`src/rtl/lldma_pkg.sv`:
```
package lldma_pkg;
  // flag positions inside the three-bit flag group taken from link bits [31:29]
  localparam int FL_MORE  = 2;  // another descriptor follows
  localparam int FL_NEWSZ = 1;  // read the next descriptor's size word
  localparam int FL_ACK   = 0;  // pulse buffer acknowledge on completion
  localparam int FLAG_LSB = 29;

  localparam logic [2:0] RA_CTRL = 3'd0;
  localparam logic [2:0] RA_LIST = 3'd1;
  localparam logic [2:0] RA_LINK = 3'd2;
  localparam logic [2:0] RA_BASE = 3'd3;
  localparam logic [2:0] RA_SIZE = 3'd4;

  typedef enum logic [1:0] {
    ST_IDLE   = 2'd0,
    ST_CHECK  = 2'd1,
    ST_STREAM = 2'd2,
    ST_FETCH  = 2'd3
  } eng_state_t;

  // byte enables for a final word holding n bytes (n = 1..4, 4 coded as 3'b100)
  function automatic logic [3:0] tail_mask(input logic [2:0] n);
    case (n)
      3'd1:    tail_mask = 4'b0001;
      3'd2:    tail_mask = 4'b0011;
      3'd3:    tail_mask = 4'b0111;
      default: tail_mask = 4'b1111;
    endcase
  endfunction
endpackage

```
`src/rtl/lldma_regs.sv`:
```
module lldma_regs
  import lldma_pkg::*;
#(
  parameter int ADDR_W = 32,
  parameter int SIZE_W = 24,
  parameter int OFS_W  = 16
) (
  input  logic              clk,
  input  logic              rst_n,
  input  logic              wr_en,
  input  logic [2:0]        wr_addr,
  input  logic [31:0]       wr_data,
  input  logic              busy,
  output logic [ADDR_W-1:0] list_base,
  output logic [2:0]        first_flags,
  output logic [OFS_W-1:0]  first_ofs,
  output logic [ADDR_W-1:0] first_base,
  output logic [SIZE_W-1:0] first_size,
  output logic              list_mode,
  output logic              start_pulse,
  output logic              stop_pulse
);
  always_ff @(posedge clk or negedge rst_n) begin
    if (!rst_n) begin
      list_base   <= '0;
      first_flags <= '0;
      first_ofs   <= '0;
      first_base  <= '0;
      first_size  <= '0;
      list_mode   <= 1'b0;
      start_pulse <= 1'b0;
      stop_pulse  <= 1'b0;
    end else begin
      start_pulse <= 1'b0;
      stop_pulse  <= 1'b0;
      if (wr_en) begin
        case (wr_addr)
          RA_CTRL: begin
            if (busy) begin
              // only an all-zero write matters while running
              if (wr_data == 32'd0) stop_pulse <= 1'b1;
            end else if (wr_data[0]) begin
              start_pulse <= 1'b1;
              list_mode   <= wr_data[1];
            end
          end
          RA_LIST: list_base  <= wr_data[ADDR_W-1:0];
          RA_LINK: begin
            first_flags <= wr_data[FLAG_LSB+2:FLAG_LSB];
            first_ofs   <= wr_data[OFS_W-1:0];
          end
          RA_BASE: first_base <= wr_data[ADDR_W-1:0];
          RA_SIZE: first_size <= wr_data[SIZE_W-1:0];
          default: ;
        endcase
      end
    end
  end
endmodule

```
`src/rtl/lldma_fetch.sv`:
```
module lldma_fetch
  import lldma_pkg::*;
#(
  parameter int ADDR_W = 32,
  parameter int SIZE_W = 24,
  parameter int OFS_W  = 16
) (
  input  logic              clk,
  input  logic              rst_n,
  input  logic              go,
  input  logic [ADDR_W-1:0] list_base,
  input  logic [OFS_W-1:0]  ofs_in,
  input  logic              want_size,
  input  logic [SIZE_W-1:0] size_in,
  output logic              mrd_valid,
  input  logic              mrd_ready,
  output logic [ADDR_W-1:0] mrd_addr,
  input  logic              mrd_rvalid,
  input  logic [31:0]       mrd_rdata,
  output logic              fin,
  output logic [2:0]        out_flags,
  output logic [OFS_W-1:0]  out_ofs,
  output logic [ADDR_W-1:0] out_base,
  output logic [SIZE_W-1:0] out_size
);
  logic [ADDR_W-1:0] desc_addr;
  logic [1:0]        idx;
  logic              active;
  logic              waiting;
  logic              need_size;
  logic              final_word;

  assign mrd_valid  = active && !waiting;
  assign mrd_addr   = desc_addr + ADDR_W'({idx, 2'b00});
  assign final_word = (idx == 2'd2) || (idx == 2'd1 && !need_size);

  always_ff @(posedge clk or negedge rst_n) begin
    if (!rst_n) begin
      desc_addr <= '0;
      idx       <= '0;
      active    <= 1'b0;
      waiting   <= 1'b0;
      need_size <= 1'b0;
      fin       <= 1'b0;
      out_flags <= '0;
      out_ofs   <= '0;
      out_base  <= '0;
      out_size  <= '0;
    end else begin
      fin <= 1'b0;
      if (go) begin
        active    <= 1'b1;
        waiting   <= 1'b0;
        idx       <= 2'd0;
        desc_addr <= list_base + ADDR_W'(ofs_in);
        need_size <= want_size;
        out_size  <= size_in;  // carried over unless the size word is read
      end else if (active) begin
        if (!waiting) begin
          if (mrd_ready) waiting <= 1'b1;
        end else if (mrd_rvalid) begin
          case (idx)
            2'd0: begin
              out_flags <= mrd_rdata[FLAG_LSB+2:FLAG_LSB];
              out_ofs   <= mrd_rdata[OFS_W-1:0];
            end
            2'd1:    out_base <= mrd_rdata[ADDR_W-1:0];
            default: out_size <= mrd_rdata[SIZE_W-1:0];
          endcase
          if (final_word) begin
            active <= 1'b0;
            fin    <= 1'b1;
          end else begin
            idx     <= idx + 2'd1;
            waiting <= 1'b0;
          end
        end
      end
    end
  end

  // a pending request keeps its address until accepted
  a_r13_req_hold: assert property (@(posedge clk) disable iff (!rst_n)
    mrd_valid && !mrd_ready |=> mrd_valid && $stable(mrd_addr));
endmodule

```
`src/rtl/lldma_beat.sv`:
```
module lldma_beat
  import lldma_pkg::*;
#(
  parameter int ADDR_W = 32,
  parameter int SIZE_W = 24
) (
  input  logic              clk,
  input  logic              rst_n,
  input  logic              load,
  input  logic [ADDR_W-1:0] base,
  input  logic [SIZE_W-1:0] size,
  output logic              xfer_valid,
  input  logic              xfer_ready,
  output logic [ADDR_W-1:0] xfer_addr,
  output logic [3:0]        xfer_be,
  output logic              xfer_last,
  output logic              buf_end
);
  logic [ADDR_W-1:0] ptr;
  logic [SIZE_W-1:0] rem;
  logic              active;

  assign xfer_valid = active;
  assign xfer_addr  = ptr;
  assign xfer_last  = rem <= SIZE_W'(4);
  assign xfer_be    = xfer_last ? tail_mask(rem[2:0]) : 4'hF;
  assign buf_end    = active && xfer_ready && xfer_last;

  always_ff @(posedge clk or negedge rst_n) begin
    if (!rst_n) begin
      ptr    <= '0;
      rem    <= '0;
      active <= 1'b0;
    end else if (load) begin
      ptr    <= base;
      rem    <= size;
      active <= size != '0;
    end else if (active && xfer_ready) begin
      if (xfer_last) begin
        active <= 1'b0;
      end else begin
        ptr <= ptr + ADDR_W'(4);
        rem <= rem - SIZE_W'(4);
      end
    end
  end

  // an offered beat is held while the sink stalls
  a_r4_hold_stalled: assert property (@(posedge clk) disable iff (!rst_n)
    xfer_valid && !xfer_ready |=> xfer_valid && $stable(xfer_addr)
      && $stable(xfer_be) && $stable(xfer_last));
  // beats are word aligned
  a_r3_word_aligned: assert property (@(posedge clk) disable iff (!rst_n)
    xfer_valid |-> xfer_addr[1:0] == 2'b00);
  // only the final beat of a buffer may be partial
  a_r3_full_inner: assert property (@(posedge clk) disable iff (!rst_n)
    xfer_valid && !xfer_last |-> xfer_be == 4'hF);
endmodule

```
`src/rtl/lldma_engine.sv`:
```
module lldma_engine
  import lldma_pkg::*;
#(
  parameter int ADDR_W      = 32,
  parameter int SIZE_W      = 24,
  parameter int OFS_W       = 16,
  parameter int BURST_BYTES = 16   // power of two
) (
  input  logic              clk,
  input  logic              rst_n,
  input  logic              reg_wr_en,
  input  logic [2:0]        reg_addr,
  input  logic [31:0]       reg_wr_data,
  output logic              mrd_valid,
  input  logic              mrd_ready,
  output logic [ADDR_W-1:0] mrd_addr,
  input  logic              mrd_rvalid,
  input  logic [31:0]       mrd_rdata,
  output logic              xfer_valid,
  input  logic              xfer_ready,
  output logic [ADDR_W-1:0] xfer_addr,
  output logic [3:0]        xfer_be,
  output logic              xfer_last,
  output logic              buf_ack,
  output logic              done,
  output logic              err,
  output logic              busy
);
  localparam logic [SIZE_W-1:0] BURST_MASK = SIZE_W'(BURST_BYTES - 1);

  eng_state_t        state;
  logic [2:0]        cur_flags;
  logic [OFS_W-1:0]  cur_ofs;
  logic [ADDR_W-1:0] cur_base;
  logic [SIZE_W-1:0] cur_size;
  logic              stop_flag;

  logic [ADDR_W-1:0] list_base, first_base, f_base;
  logic [2:0]        first_flags, f_flags;
  logic [OFS_W-1:0]  first_ofs, f_ofs;
  logic [SIZE_W-1:0] first_size, f_size;
  logic              list_mode, start_pulse, stop_pulse;
  logic              f_fin, buf_end;
  logic              is_last, bad, beat_load, fetch_go;

  assign busy    = state != ST_IDLE;
  assign is_last = !list_mode || !cur_flags[FL_MORE] || stop_flag;
  assign bad     = (cur_base[1:0] != 2'b00)
                || (!is_last && ((cur_size & BURST_MASK) != '0));
  assign beat_load = (state == ST_CHECK) && !bad && (cur_size != '0);
  assign fetch_go  = ((state == ST_CHECK) && !bad && (cur_size == '0) && !is_last)
                  || ((state == ST_STREAM) && buf_end && !is_last);

  lldma_regs #(.ADDR_W(ADDR_W), .SIZE_W(SIZE_W), .OFS_W(OFS_W)) u_regs (
    .clk(clk), .rst_n(rst_n), .wr_en(reg_wr_en), .wr_addr(reg_addr),
    .wr_data(reg_wr_data), .busy(busy), .list_base(list_base),
    .first_flags(first_flags), .first_ofs(first_ofs), .first_base(first_base),
    .first_size(first_size), .list_mode(list_mode),
    .start_pulse(start_pulse), .stop_pulse(stop_pulse)
  );

  lldma_fetch #(.ADDR_W(ADDR_W), .SIZE_W(SIZE_W), .OFS_W(OFS_W)) u_fetch (
    .clk(clk), .rst_n(rst_n), .go(fetch_go), .list_base(list_base),
    .ofs_in(cur_ofs), .want_size(cur_flags[FL_NEWSZ]), .size_in(cur_size),
    .mrd_valid(mrd_valid), .mrd_ready(mrd_ready), .mrd_addr(mrd_addr),
    .mrd_rvalid(mrd_rvalid), .mrd_rdata(mrd_rdata), .fin(f_fin),
    .out_flags(f_flags), .out_ofs(f_ofs), .out_base(f_base), .out_size(f_size)
  );

  lldma_beat #(.ADDR_W(ADDR_W), .SIZE_W(SIZE_W)) u_beat (
    .clk(clk), .rst_n(rst_n), .load(beat_load), .base(cur_base),
    .size(cur_size), .xfer_valid(xfer_valid), .xfer_ready(xfer_ready),
    .xfer_addr(xfer_addr), .xfer_be(xfer_be), .xfer_last(xfer_last),
    .buf_end(buf_end)
  );

  always_ff @(posedge clk or negedge rst_n) begin
    if (!rst_n) begin
      state     <= ST_IDLE;
      cur_flags <= '0;
      cur_ofs   <= '0;
      cur_base  <= '0;
      cur_size  <= '0;
      stop_flag <= 1'b0;
      done      <= 1'b0;
      err       <= 1'b0;
      buf_ack   <= 1'b0;
    end else begin
      done    <= 1'b0;
      buf_ack <= 1'b0;
      if (stop_pulse) stop_flag <= 1'b1;
      case (state)
        ST_IDLE: begin
          if (start_pulse) begin
            cur_flags <= first_flags;
            cur_ofs   <= first_ofs;
            cur_base  <= first_base;
            cur_size  <= first_size;
            stop_flag <= 1'b0;
            err       <= 1'b0;
            state     <= ST_CHECK;
          end
        end
        ST_CHECK: begin
          if (bad) begin
            err   <= 1'b1;
            state <= ST_IDLE;
          end else if (cur_size == '0) begin
            buf_ack <= list_mode && cur_flags[FL_ACK];
            if (is_last) begin
              done  <= 1'b1;
              state <= ST_IDLE;
            end else begin
              state <= ST_FETCH;
            end
          end else begin
            state <= ST_STREAM;
          end
        end
        ST_STREAM: begin
          if (buf_end) begin
            buf_ack <= list_mode && cur_flags[FL_ACK];
            if (is_last) begin
              done  <= 1'b1;
              state <= ST_IDLE;
            end else begin
              state <= ST_FETCH;
            end
          end
        end
        ST_FETCH: begin
          if (f_fin) begin
            cur_flags <= f_flags;
            cur_ofs   <= f_ofs;
            cur_base  <= f_base;
            cur_size  <= f_size;
            state     <= ST_CHECK;
          end
        end
        default: state <= ST_IDLE;
      endcase
    end
  end

  // never a request and a beat together
  a_r13_one_side: assert property (@(posedge clk) disable iff (!rst_n)
    !(mrd_valid && xfer_valid));
  // error holds until a new start
  a_r9_err_sticky: assert property (@(posedge clk) disable iff (!rst_n)
    err && !start_pulse |=> err);
  // done only while returning idle without error
  a_r10_done_clean: assert property (@(posedge clk) disable iff (!rst_n)
    done |-> !busy && !err);
  // an error never coincides with an offered beat
  a_r8_err_no_beat: assert property (@(posedge clk) disable iff (!rst_n)
    $rose(err) |-> !xfer_valid);
  // a rejected buffer is never loaded into the beat generator
  a_r8_bad_not_loaded: assert property (@(posedge clk) disable iff (!rst_n)
    (state == ST_CHECK) && bad |=> !xfer_valid && !busy);
endmodule

```
`config.mk`:
```
export PLATFORM = sky130hd
export DESIGN_NAME = lldma_engine
export DESIGN_NICKNAME = d
export VERILOG_FILES = /design/src/rtl/lldma_pkg.sv /design/src/rtl/lldma_regs.sv /design/src/rtl/lldma_fetch.sv /design/src/rtl/lldma_beat.sv /design/src/rtl/lldma_engine.sv
export SDC_FILE = /design/constraint.sdc
export NUM_CORES = 1
export LEC_CHECK = 0
export ABC_CLOCK_PERIOD_IN_PS = 3500
export BUFFER_PORTS_ARGS = -buffer_cell sky130_fd_sc_hd__buf_2
export CAP_MARGIN = 20
export CORE_MARGIN = 1
export CORE_UTILIZATION = 30
export CTS_CLUSTER_SIZE = 10
export DETAILED_ROUTE_END_ITERATION = 10
export PLACE_DENSITY = 0.56
export SLEW_MARGIN = 15
export SYNTH_ARGS = -nofsm -noshare
export SYNTH_HDL_FRONTEND = slang
export SYNTH_SLANG_ARGS = --single-unit
```
`constraint.sdc`:
```
create_clock -name clk -period 3.5 [get_ports clk]
set_input_delay 0.525 -clock clk [delete_from_list [all_inputs] [get_ports clk]]
set_output_delay 0.525 -clock clk [all_outputs]
set_load 0.02 [all_outputs]
```
==> key figures <==
Finish
  • P&R area growth vs syn: 16.4%
  • Storage cell area: roughly 9000 um2
  • Area of the multi-input gates: about 7800 um2
  • Fillers: 5653
  • Fin area: 20100 um2
  • Layout cells sized above 1: 22.9%
  • Final Non-Filler Cells: 2477
  • Final #Nets: 1813

Floorplan
  • Die span in y: between 200 and 250 um
  • Die ar.: a little under 60000 um2
  • Die X-Extent: about 240 um
  • Num ports: about 150
  • Core footprint: around 57000 um2
  • FP Rows: 87
  • Initial Util: 30.5%

CTS
  • CTS H-tree depth: 2
  • Clock Latency Late Sink: 0.57 ns
  • CTS max path bufs: 3
  • CTS Buf Count: 42
  • Worst-path clk slew: ~0.06 ns
  • CTS tree: done
  • Setup bufs post-CTS: 0
  • Clk sinks: about 360
  • Clock root cell: clkbuf_16

Timing
  • Worst-Margin Slew: between 0.9 and 1 ns
  • Relative slew slack: around 36%
  • Max-slew violations: 0
  • Final worst-path cycle share: 94.8%
  • Min cycle time layout: ~3.3 ns
  • TNS Setup: 0 ns
  • Hold WS: 0.200 ns
  • Final Hold Viols: 0
  • Max Clock Skew: 0.0210 ns
  • Setup violations, final: 0
  • Fmax: approximately 0.30 GHz

Pwr
  • Power per cell area: around 500 nW/um2
  • Sw Ratio: a little over a quarter
  • Final total power: approximately 10000 uW
  • Leakage power: just over 0.009 uW
  • Max VDD drop: about 0.33 mV
  • Part of the power in combinational logic: approximately an eighth
  • Switching power: about 2700 uW
  • Sequential power share: 48.5%
  • Clock network power share: about two fifths
  • Internal power: roughly 7400 uW

Critical path
  • CP Data Arrival Time: around 2.8 ns
  • Slowest CP cell: or4_1
  • CP startpoint kind: flip-flop
  • CP endpoint kind: primary output
  • Max incr delay on CP: slightly above 0.6 ns
  • CP max FO: 8
  • CP Cell Sequence: or4_1 -> or4_4 -> nor4_2 -> buf_4 -> o21ai_0 -> buf_2
  • Critical path data required time: between 2 and 3 ns
  • Crit path kind: flip-flop to primary output
  • Reg2Reg Depth: 8

Placement
  • Placed instance count: 2421
  • Routability cong.: about 0.8
  • PortBufs: approximately 150
  • DP Area: approximately 19000 um2
  • Hpwl dp: about 33000 um

Synth
  • Most common library cells after synthesis: dfrtp_1, nor2_1, a21oi_1
  • Post-synthesis sequential area ratio: between 50% and 60%
  • Post-synth EDFFs: 0
  • Most common flop cell mapped by yosys: dfrtp_1
  • Most frequent cell after synthesis: dfrtp_1
  • Syn Nets: ~1700
  • Area contributors post-synth: dfrtp_1, mux2_2, mux2i_1, a21oi_1, nor2_1
  • Async S/R FF share, synth: 100%
  • Synth warn: 0
  • Distinct cells, synth: 62
  • Avg Cell Area, Syn: around 11 um2
  • Synth top area share: 52.3%
  • Mapped cell area: about 17000 um2
  • Seq cells post-synth: roughly 360
  • Post-Synthesis Cells: approximately 1600
  • Area leader, netlist: dfrtp_1

Drt
  • Vias per cell: approximately 5.0
  • Final wirelength: 46400 um
  • Remaining DRCs: 0
  • Post-route ant nets: 0
  • DR WL/cell: 18.7 um
  • Drt pass-1 iters: 5
  • Iter 0 DRT Violations: slightly below 700
  • Vias: around 12000

Flow run
  • Max-Cap Viols: 0

Global route
  • Number of global-route vias before repair: approximately 13000
  • Total track usage: 16.0%
  • Largest net degree at the start of global routing: 102
  • First-pass GRT wire length: between 70000 and 80000 um
  • Initial antenna violation count: 8
  • Gr ovfl total: 0

Outcome
  • Outcome: finished clean

Hold path
  • Hold path cells: 2
  • Hold WC Path Type: input port to flip-flop
==> cell usage in the layout (no fill, tap or decap), types with 34 or more instances in the layout <==
cell and count:
a21oi_1 173, buf_2 145, clkbuf_16 43, dfrtp_1 361, mux2_2 110, mux2_4 40
mux2i_1 102, nand2_1 103, nor2_1 199, xnor2_1 64, xor2_1 34
==> area by class of cell <==
class                   count  share of cell area, %
diodes                      3                 0.0374
clock buffers              50                   5.59
clock inverters             2                  0.143
inverters                  25                  0.467
multi-input cells        1105                   39.1
flip-flops and latches    361                   45.0
well taps                 756                   4.71
repair buffers            175                   5.03
==> registers in the layout, indices dropped and copies added, names as in the netlist, 16 cells and up <==
signal and count:
u_fetch.out_size 24, cur_base 32, u_fetch.desc_addr 32, u_fetch.out_base 32, u_regs.first_ofs 16, cur_size 24, u_regs.first_size 24, u_beat.rem 24
u_fetch.out_ofs 16, u_regs.first_base 32, cur_ofs 16, u_regs.list_base 32, u_beat.xfer_addr 32
==> worst max-delay path: cells and delay by family, from the launching register on <==
kind | cells | cell delay (ns)
flops | 1 | 0.41
simple gates | 3 | 1.40
buf+inv | 2 | 0.36
compound gates | 1 | 0.07
==> metrics by stage <==
| stage | setup WS [ns] | util (%) |
|---|---|---|
| after CTS | 0.0621 | 35.5 |
| final | 0.182 | 35.5 |
| after floorplan | 0.831 | - |
| after global routing | -0.00391 | 35.5 |
| after detailed placement | 0.513 | 33.4 |
| after global placement | 0.568 | 33.4 |
==> layer usage <==
layer  global-route usage (%)  wire length (um)  vias to the layer above
li1                         -                 -                     5757
met1                     22.1             21900                     6246
met2                     26.1             21900                      237
met3                     2.70              1860                       62
met4                     4.02               719                        8
met5                        0                48                        -
==> final timing paths <==
check	start	endpoint	slack [ns]
hold reg to reg	u_regs.stop_pulse	stop_flag	0.46
max in group asynchronous	rst_n	u_fetch.desc_addr[31]	1.97
setup reg to reg	cur_size[5]	u_fetch.desc_addr[31]	0.59
setup / recovery	u_beat.rem[15]	xfer_be[3]	0.18
hold / removal	mrd_rdata[27]	u_fetch.out_base[27]	0.20
min in group asynchronous	rst_n	u_beat.xfer_addr[19]	0.54
==> cells by family (layout without fill, tap and decap cells) <==
kind of cell / after synthesis / after routing / synth area share, %
AOI/OAI and AO/OA: 246 / 246 / 7.84
DFF: 361 / 361 / 52.3
adders and majority gates: 30 / 30 / 2.26
and+or+nand+nor: 467 / 467 / 12.6
xor gates and xnor gates: 98 / 98 / 4.97
muxes: 263 / 263 / 17.3
other: 1 / 4 / 0.0217
buffers and inverters: 105 / 252 / 2.69
==> timing repair <==
| action | 4_1_cts | 5_1_grt |
|---|---|---|
| endpoints found under the hold margin | 64 | 0 |
| hold buffers | 1 | 0 |
| endpoints found under the setup margin | 4 | 11 |
| gates resized for setup | 2 | 5 |
==> power by group through the flow <==
| stage | clock, uW | sequential, uW | combinational [uW] |
|---|---|---|---|
| final | 3890 | 4870 | 1280 |
| after global routing | 4170 | 4930 | 1410 |
| after CTS | 3990 | 4870 | 1310 |
| after detailed placement | 0 | 4940 | 1290 |
| after global placement | 0 | 4930 | 1280 |
| after floorplan | 0 | 4940 | 749 |
(Power assumes the default switching activity.)
